==> config.mk <==
export PLATFORM = sky130hd
export DESIGN_NAME = cfgport_target
export DESIGN_NICKNAME = d
export VERILOG_FILES = /design/src/rtl/cfgport_pkg.sv /design/src/rtl/cfgport_decode.sv /design/src/rtl/cfgport_bank.sv /design/src/rtl/cfgport_target.sv
export SDC_FILE = /design/constraint.sdc
export NUM_CORES = 1
export LEC_CHECK = 0
export ABC_AREA = 1
export BUFFER_PORTS_ARGS = -buffer_cell sky130_fd_sc_hd__buf_2
export CAP_MARGIN = 40
export CORE_MARGIN = 1
export CORE_UTILIZATION = 54
export DETAILED_ROUTE_END_ITERATION = 12
export PLACE_DENSITY = 0.79
export REMOVE_ABC_BUFFERS = 1
export SYNTH_ARGS = -nofsm -noshare
export SYNTH_HDL_FRONTEND = slang
export SYNTH_SLANG_ARGS = --single-unit
==> constraint.sdc <==
create_clock -name clk -period 2.45 [get_ports clk]
set_input_delay 0 -clock clk [delete_from_list [all_inputs] [get_ports clk]]
set_output_delay 0 -clock clk [all_outputs]
set_load 0.05 [all_outputs]
==> src/rtl/cfgport_pkg.sv <==
// Package: shared offsets, the bank slot map and the decode type for the
// banked configuration target. Assumes 8-bit register numbers.
package cfgport_pkg;

    localparam int unsigned BYTE_W     = 8;
    localparam int unsigned SLOT_COUNT = 7;
    localparam int unsigned SLOT_W     = $clog2(SLOT_COUNT);

    localparam logic [BYTE_W-1:0] SEL_REG   = 8'h07;
    localparam logic [BYTE_W-1:0] IDH_REG   = 8'h20;
    localparam logic [BYTE_W-1:0] IDL_REG   = 8'h21;
    localparam logic [BYTE_W-1:0] REV_REG   = 8'h22;
    localparam logic [BYTE_W-1:0] PAGE_BASE = 8'h30;

    typedef logic [BYTE_W-1:0] cfg_byte_t;

    typedef struct packed {
        logic              hit;
        logic [SLOT_W-1:0] num;
    } slot_t;

    // Map a paged register number onto a storage slot inside a bank.
    function automatic slot_t map_slot(input cfg_byte_t idx);
        slot_t s;
        s.hit = 1'b1;
        s.num = '0;
        case (idx)
            8'h30:   s.num = SLOT_W'(0);
            8'h60:   s.num = SLOT_W'(1);
            8'h61:   s.num = SLOT_W'(2);
            8'h62:   s.num = SLOT_W'(3);
            8'h63:   s.num = SLOT_W'(4);
            8'h70:   s.num = SLOT_W'(5);
            8'h74:   s.num = SLOT_W'(6);
            default: s.hit = 1'b0;
        endcase
        return s;
    endfunction

endpackage

==> src/rtl/cfgport_decode.sv <==
// Register decode: classifies the latched index as global or paged, finds
// the bank slot, and forms the global read value.
// Assumes the index and selector are stable registers.
module cfgport_decode
    import cfgport_pkg::*;
#(
    parameter logic [15:0] CHIP_ID  = 16'h5A17,
    parameter logic [7:0]  CHIP_REV = 8'h03
) (
    input  cfg_byte_t index_i,
    input  cfg_byte_t sel_i,
    output logic      is_sel_o,
    output logic      is_paged_o,
    output slot_t     slot_o,
    output cfg_byte_t glob_rd_o
);

    // Region and slot classification of the current index.
    always_comb begin
        is_sel_o   = (index_i == SEL_REG);
        is_paged_o = (index_i >= PAGE_BASE);
        slot_o     = map_slot(index_i);
    end

    // Read value for the global space; unlisted registers read zero.
    always_comb begin
        case (index_i)
            SEL_REG: glob_rd_o = sel_i;
            IDH_REG: glob_rd_o = CHIP_ID[15:8];
            IDL_REG: glob_rd_o = CHIP_ID[7:0];
            REV_REG: glob_rd_o = CHIP_REV;
            default: glob_rd_o = '0;
        endcase
    end

endmodule

==> src/rtl/cfgport_bank.sv <==
// One logical-device bank: SLOT_COUNT byte registers, each written when
// its slot is addressed and the bank is selected.
// Assumes wr_en_i already folds in selection and mode gating.
module cfgport_bank
    import cfgport_pkg::*;
(
    input  logic      clk,
    input  logic      rst_n,
    input  logic      wr_en_i,
    input  slot_t     slot_i,
    input  cfg_byte_t wdata_i,
    output cfg_byte_t rdata_o
);

    cfg_byte_t store_q [SLOT_COUNT];
    cfg_byte_t pick [SLOT_COUNT];

    for (genvar s = 0; s < SLOT_COUNT; s++) begin : g_slot
        // Storage byte for slot s, cleared by reset.
        always_ff @(posedge clk) begin
            if (!rst_n)
                store_q[s] <= '0;
            else if (wr_en_i && slot_i.hit && (slot_i.num == SLOT_W'(s)))
                store_q[s] <= wdata_i;
        end
        // Masked contribution of slot s to the read value.
        assign pick[s] = (slot_i.hit && (slot_i.num == SLOT_W'(s))) ? store_q[s] : '0;
    end

    // OR-combine the one-hot slot contributions.
    always_comb begin
        rdata_o = '0;
        for (int s = 0; s < SLOT_COUNT; s++)
            rdata_o = rdata_o | pick[s];
    end

endmodule

==> src/rtl/cfgport_target.sv <==
// Top: index/data configuration port with a global register space below
// 0x30 and selector-paged device banks above. Data-port traffic requires
// cfg_mode_i. NUM_BANKS must lie in 1..255 so 0xFF never names a bank.
module cfgport_target
    import cfgport_pkg::*;
#(
    parameter int unsigned NUM_BANKS = 4,
    parameter logic [15:0] CHIP_ID   = 16'h5A17,
    parameter logic [7:0]  CHIP_REV  = 8'h03
) (
    input  logic       clk,
    input  logic       rst_n,
    input  logic       cfg_mode_i,
    input  logic       addr_i,
    input  logic       wr_i,
    input  logic       rd_i,
    input  logic [7:0] wdata_i,
    output logic [7:0] rdata_o
);

    localparam cfg_byte_t BANK_LIMIT = cfg_byte_t'(NUM_BANKS);

    cfg_byte_t index_q;
    cfg_byte_t ldn_q;
    cfg_byte_t rdata_q;

    logic      is_sel;
    logic      is_paged;
    slot_t     slot;
    cfg_byte_t glob_rd;
    cfg_byte_t page_rd;
    logic      data_wr;
    logic      idx_wr;
    logic      bank_live;

    logic      bank_hit [NUM_BANKS];
    cfg_byte_t bank_rd  [NUM_BANKS];

    // Strobe qualification for the two addresses.
    always_comb begin
        idx_wr    = wr_i && !addr_i;
        data_wr   = wr_i && addr_i && cfg_mode_i;
        bank_live = (ldn_q < BANK_LIMIT);
    end

    cfgport_decode #(
        .CHIP_ID  (CHIP_ID),
        .CHIP_REV (CHIP_REV)
    ) decode_i (
        .index_i    (index_q),
        .sel_i      (ldn_q),
        .is_sel_o   (is_sel),
        .is_paged_o (is_paged),
        .slot_o     (slot),
        .glob_rd_o  (glob_rd)
    );

    for (genvar g = 0; g < NUM_BANKS; g++) begin : g_bank
        assign bank_hit[g] = (ldn_q == cfg_byte_t'(g));
        cfgport_bank bank_i (
            .clk     (clk),
            .rst_n   (rst_n),
            .wr_en_i (data_wr && is_paged && bank_hit[g]),
            .slot_i  (slot),
            .wdata_i (wdata_i),
            .rdata_o (bank_rd[g])
        );
    end

    // Select the read value of the bank named by the selector.
    always_comb begin
        page_rd = '0;
        for (int g = 0; g < NUM_BANKS; g++)
            if (bank_hit[g])
                page_rd = page_rd | bank_rd[g];
        if (!bank_live)
            page_rd = '0;
    end

    // Index register: latches every write to the index address.
    always_ff @(posedge clk) begin
        if (!rst_n)
            index_q <= '0;
        else if (idx_wr)
            index_q <= wdata_i;
    end

    // Logical-device selector: written through the data port at 0x07.
    always_ff @(posedge clk) begin
        if (!rst_n)
            ldn_q <= '0;
        else if (data_wr && is_sel)
            ldn_q <= wdata_i;
    end

    // Registered read data, updated only on a read strobe.
    always_ff @(posedge clk) begin
        if (!rst_n)
            rdata_q <= '0;
        else if (rd_i) begin
            if (!addr_i)
                rdata_q <= index_q;
            else if (!cfg_mode_i)
                rdata_q <= 8'hFF;
            else if (is_paged)
                rdata_q <= page_rd;
            else
                rdata_q <= glob_rd;
        end
    end

    assign rdata_o = rdata_q;

endmodule

**Yosys cells after proc, flatten, opt, wreduce, memory -nomap -nowiden**

Memory sizes are Yosys's and may differ from the RTL's.
Index checks and enable logic that the tools add are counted.

- Register bits after elaboration: 24
- Memory bits (writable): 224
- Bits of input ports: 14
- Output and inout bits: 8
- Word-level logic and storage cells: 288
- Memories kept: 4

- Magnitude comparators: 2
- Equal/unequal tests: 20
- Mux-type cells: 152
- Bitwise gates (word level): 55
- Reduce and logical (&&, ||, !) cells: 52

Memory list:

| name | depth | bits a word | rd ports | clocked after Yosys merged registers in | wr ports | line | text |
|---|---|---|---|---|---|---|---|
| g_bank[0].bank_i.store_q | 7 | 8 | 7 | 0 | 7 | cfgport_bank.sv:15 | `cfg_byte_t store_q [SLOT_COUNT];` |
| g_bank[1].bank_i.store_q | 7 | 8 | 7 | 0 | 7 | cfgport_bank.sv:15 |  |
| g_bank[2].bank_i.store_q | 7 | 8 | 7 | 0 | 7 | cfgport_bank.sv:15 |  |
| g_bank[3].bank_i.store_q | 7 | 8 | 7 | 0 | 7 | cfgport_bank.sv:15 |  |

Operators by type and width:

| cell | count |
|---|---|
| 8-bit 2-to-1 mux | 64 |
| 8-bit OR | 27 |
| 1-bit 2-to-1 mux | 86 |
| 8-bit by 7-bit == test with 1-bit output, second input constant | 6 |
| 1-bit logical AND | 48 |
| 8-bit by 6-bit == test with 1-bit output, second input constant | 4 |
| 8-bit one-hot mux with 4 select lines | 1 |
| 1-bit OR | 28 |
| 3-bit one-hot mux with 6 select lines | 1 |
| 8-bit by 2-bit == test with 1-bit output, second input constant | 2 |
| 3-bit == test, second input constant | 3 |
| 8-bit by 1-bit == test with 1-bit output, second input constant | 1 |
| 8-bit by 3-bit == test with 1-bit output, second input constant | 1 |
| 8-bit by 6-bit greater-or-equal comparator with 1-bit output, second input constant | 1 |
| 8-bit zero test | 1 |
| 8-bit by 3-bit less-than comparator with 1-bit output, second input constant | 1 |
| 7-bit OR reduction | 1 |
| 3-bit by 2-bit == test with 1-bit output, second input constant | 2 |
| 3-bit by 1-bit == test with 1-bit output, second input constant | 1 |
| 3-bit zero test | 1 |
| 1-bit zero test | 1 |

**Logic depth before layout (Yosys ltp)**

- Word-level depth: 22
- Depth in mapped cells: 16
- Depth with buffers taken out: 15

**By module**

From an unflattened synthesis, not the netlist that was laid out.

- Cells, all modules: 1411
- Area total of the unflattened synthesis: 12689.7 um^2

By module, submodules not included:

| module | instances | cells each | area an instance (um^2) |
|---|---|---|---|
| cfgport_bank | 4 | 283 | 2757.6 |
| cfgport_target | 1 | 214 | 1372.6 |
| cfgport_decode | 1 | 65 | 286.5 |

**Worst setup path after synthesis**

No wires, ideal clock.

- Path type: register -> register
- Start: register ldn_q[4]
- End: memory g_bank[0].bank_i.store_q[0][16] (netlist name) (enable)
- Data arrival time: 2.182 ns
- Required time: 2.066 ns
- Path slack: -0.116 ns
- Cell stages (with the launch flop): 9
- Path buffers: 0
- Period minus slack after synthesis: 2.566 ns
- Cell sequence: dfxtp_1 nor2_1 nand3_1 inv_2 nand2_2 nor3_2 inv_1 or3_4 o21ai_0

RTL lines:

| item | line | text |
|---|---|---|
| start, declared | cfgport_target.sv:24 | `cfg_byte_t ldn_q;` |
| start signal, assigned | cfgport_target.sv:93 | `ldn_q <= wdata_i;` |
| end, declared | cfgport_bank.sv:15 |  |

==> reports/metrics.yaml <==
setup_path:
  cp-startpoint: "index_q[5]"
  critPathKind: "register to register"
  max_stage_delay_ns: 0.39
  rrSetupSlack_ns: 0.12
  critical_path.top_delay_family: "simple AND/OR/NAND/NOR gates"
  crit_buf_inv: 3
  start_kind: "register"
  r2r_start: "index_q[5]"
  r2r-end: "g_bank[0].bank_i.store_q[0][17]"
  end_kind: "register"
  r2r_cells: 11
  critPathMaxFanout: 8
  cp.arrival_ns: 2.57
  path_cells: "inv_1, nor2_1, nand2_1, nor2_2, nor2_1, nand2_2, nor3_4, buf_4, or3_4, o21ai_0, buf_4"
  critPathSlowestCell: "or3_4"
  critPathRequiredTime_ns: 2.69
routing:
  vias: 9288
  viasPerCell: 5.77
  wl_um: 31500
  drt-initial-drc-count: 1354
  drc: 0
  dr.pass1.iters: 6
  wl_per_cell_um: 19.5
  detail-route-antenna-nets: 0
timing:
  clock.fmax_ghz: 0.430
  drv_slew: 0
  tns_ns: 0
  worst_slew_pin_slew_ns: 0.682
  finalCriticalPeriod_ns: 2.33
  max-slew-margin-rel_pct: 54.5
  setup_ws_ns: 0.123
  fin_crit_sh_pct: 95.0
  setup_viol_count_final: 0
  fin_skew_ns: 0.0115
  rsz0062_at_grt: "yes"
  hold_viol: 0
cells_and_area:
  layout_common_cells: "nor2_1 (304), nand2_1 (298), edfxtp_1 (224), inv_1 (76), buf_4 (76)"
  num-nets-final: 1331
  post-route-util_pct: 64.4
  insertedDiodeCount: 0
  final_cells: 1611
  mostFrequentLayoutCell: "nor2_1"
  drive_gt1_share_pct: 15.6
  areaGrowthSynthToFinish_pct: 16.9
  fillers: 1649
clocking:
  clk_pin_slew_ns: 0.06
  clockRootBuffer: "clkbuf_16"
  cts_tree: "built"
  cts.htree.levels: 1
  cts_sinks: 248
  clkLatencyLatePin_ns: 0.54
  clock_path_buffers: 3
  cts_buffers: 26
synth:
  synthFlopType: "edfxtp_1"
  async_flop_share_pct: 0
  netlist-cell-type-count: 33
  yosysSeqAreaShare_pct: 62.5
  synth.avg_cell_area_um2: 9.39
  yosysWarnings: 0
  synth_edf_count: 224
  ys_ff_latch: 248
  synth_area_um2: 11500
  postSynthCellCount: 1228
power:
  clkPwrFrac_pct: 44.2
  swShare_pct: 21.7
  p_leak_nw: 5.53
  vdd_drop_max_mv: 0.477
  p_seq_share_pct: 50.6
  power_density_nw_per_um2: 701
  p_int_mw: 7.40
  p_comb_share_pct: 5.2
  p_sw_mw: 2.05
job:
  cap_violations: 0
global_routing:
  grt_pass1_vias: 8799
  grt_overflow: 0
  antenna_found_initial: 1
  grt_pass1_wl_um: 48200
  grt_usage_pct: 29.4
  grt_start_max_net_pins: 54
placed_design:
  globalplace.congestion: 0.956
  dpl_worst_slack_ns: 0.147
  dp.final_hpwl_um: 20700
  placed_cells: 1547
  portBuffers: 21
run_status:
  status: "finished, final reports clean"
floorplanning:
  start_util_pct: 55.1
  num_rows: 53
  core_region_area_um2: 21000
  fp.dieW_um: 148
  dieHeight_um: 148
  num_io_pins: 22
  die-area_um2: 22000
hold_path:
  holdPathEnd: "index_q[1]"
  worstHoldStart: "wr_i"
  hp-class: "input pin to register"
  hold_depth: 5
==> routing by layer <==
layer,part of all wire [%],up-vias,global-route usage [%]
met1,37,4329,39.2
met4,4.0,2,11.6
met3,13,116,5.52
met2,46,617,47.5
met5,0.041,-,0
li1,-,4224,-
==> how the worst max path moves through the flow <==
| stage | to | slack [ns] | cells after the start |
|---|---|---|---|
| floorplan | g_bank[0].bank_i.store_q[0][16] | -0.85 | 8 |
| global placement | g_bank[3].bank_i.store_q[1][3] | 0.11 | 10 |
| detailed placement | g_bank[3].bank_i.store_q[0][12] | 0.15 | 9 |
| CTS | g_bank[1].bank_i.store_q[1][22] | 0.08 | 12 |
| global route | rdata_o[6] | -0.02 | 14 |
| finish | g_bank[0].bank_i.store_q[0][17] | 0.12 | 11 |
==> power groups by stage <==
stage	registers, mW	clock network, mW	logic, mW
after floorplan	4.89	0	0.204
after global placement	4.87	0	0.452
after detailed placement	4.87	0	0.463
after CTS	4.79	4.18	0.481
after global routing	4.80	4.34	0.528
final	4.79	4.18	0.493
==> tightest hold or removal path: cells and delay by family <==
family | cells | cell delay [ns]
compound gates | 1 | 0.14
buf+inv | 3 | 0.34
simple gates | 1 | 0.05
==> sequential cells by signal (all words and copies together) (netlist names) <==
| signal | flops |
|---|---|
| g_bank.bank_i.store_q | 224 |
| index_q | 8 |
| ldn_q | 8 |
| rdata_o | 8 |
==> metrics by stage <==
step / hold WS, ns / total power [mW] / cell area (um2)
finish: 0.0489 / 9.45 / 13500
global placement: 0.294 / 5.32 / 12400
floorplan: 0.138 / 5.10 / 11300
global route: 0.0723 / 9.67 / 13500
CTS: 0.0359 / 9.44 / 13400
detailed placement: 0.308 / 5.34 / 12400
==> timing repair <==
action                                 in CTS  in global routing
setup endpoints to repair                   0                159
resized for setup                           0                 11
buffers inserted                            0                  4
endpoints found under the hold margin      29                  0
hold buffers                               13                  0
==> synthesized netlist by cell type (all sizes together) (10+ instances only) <==
library cell | count | area (um2)
a21oi | 42 | 210
buf | 20 | 104
clkbuf | 37 | 139
dfxtp | 24 | 480
edfxtp | 224 | 6730
inv | 88 | 330
nand2 | 306 | 1170
nand3 | 71 | 475
nand4 | 29 | 209
nor2 | 318 | 1260
nor3 | 10 | 120
o21ai | 52 | 260
==> cell type report <==
cell class                 instances  area [um2]  area share (%)
clock buffer                      30         687            5.09
sequential                       248        7210            53.4
multi-input combinational        833        3770            27.9
clock inverter                    17         215            1.60
inverter                          90         340            2.52
timing repair buffer             118         925            6.86
tap                              275         344            2.55
==> cell families (layout without fill, tap and decap cells) <==
group	count (synthesis)	count (layout)	share of synthesized area [%]
buffers and inverters	147	255	5.03
AO/OA/AOI/OAI	96	96	4.21
AND/OR/NAND/NOR	737	737	28.3
flip-flops	248	248	62.5
(Power assumes the default switching activity.)
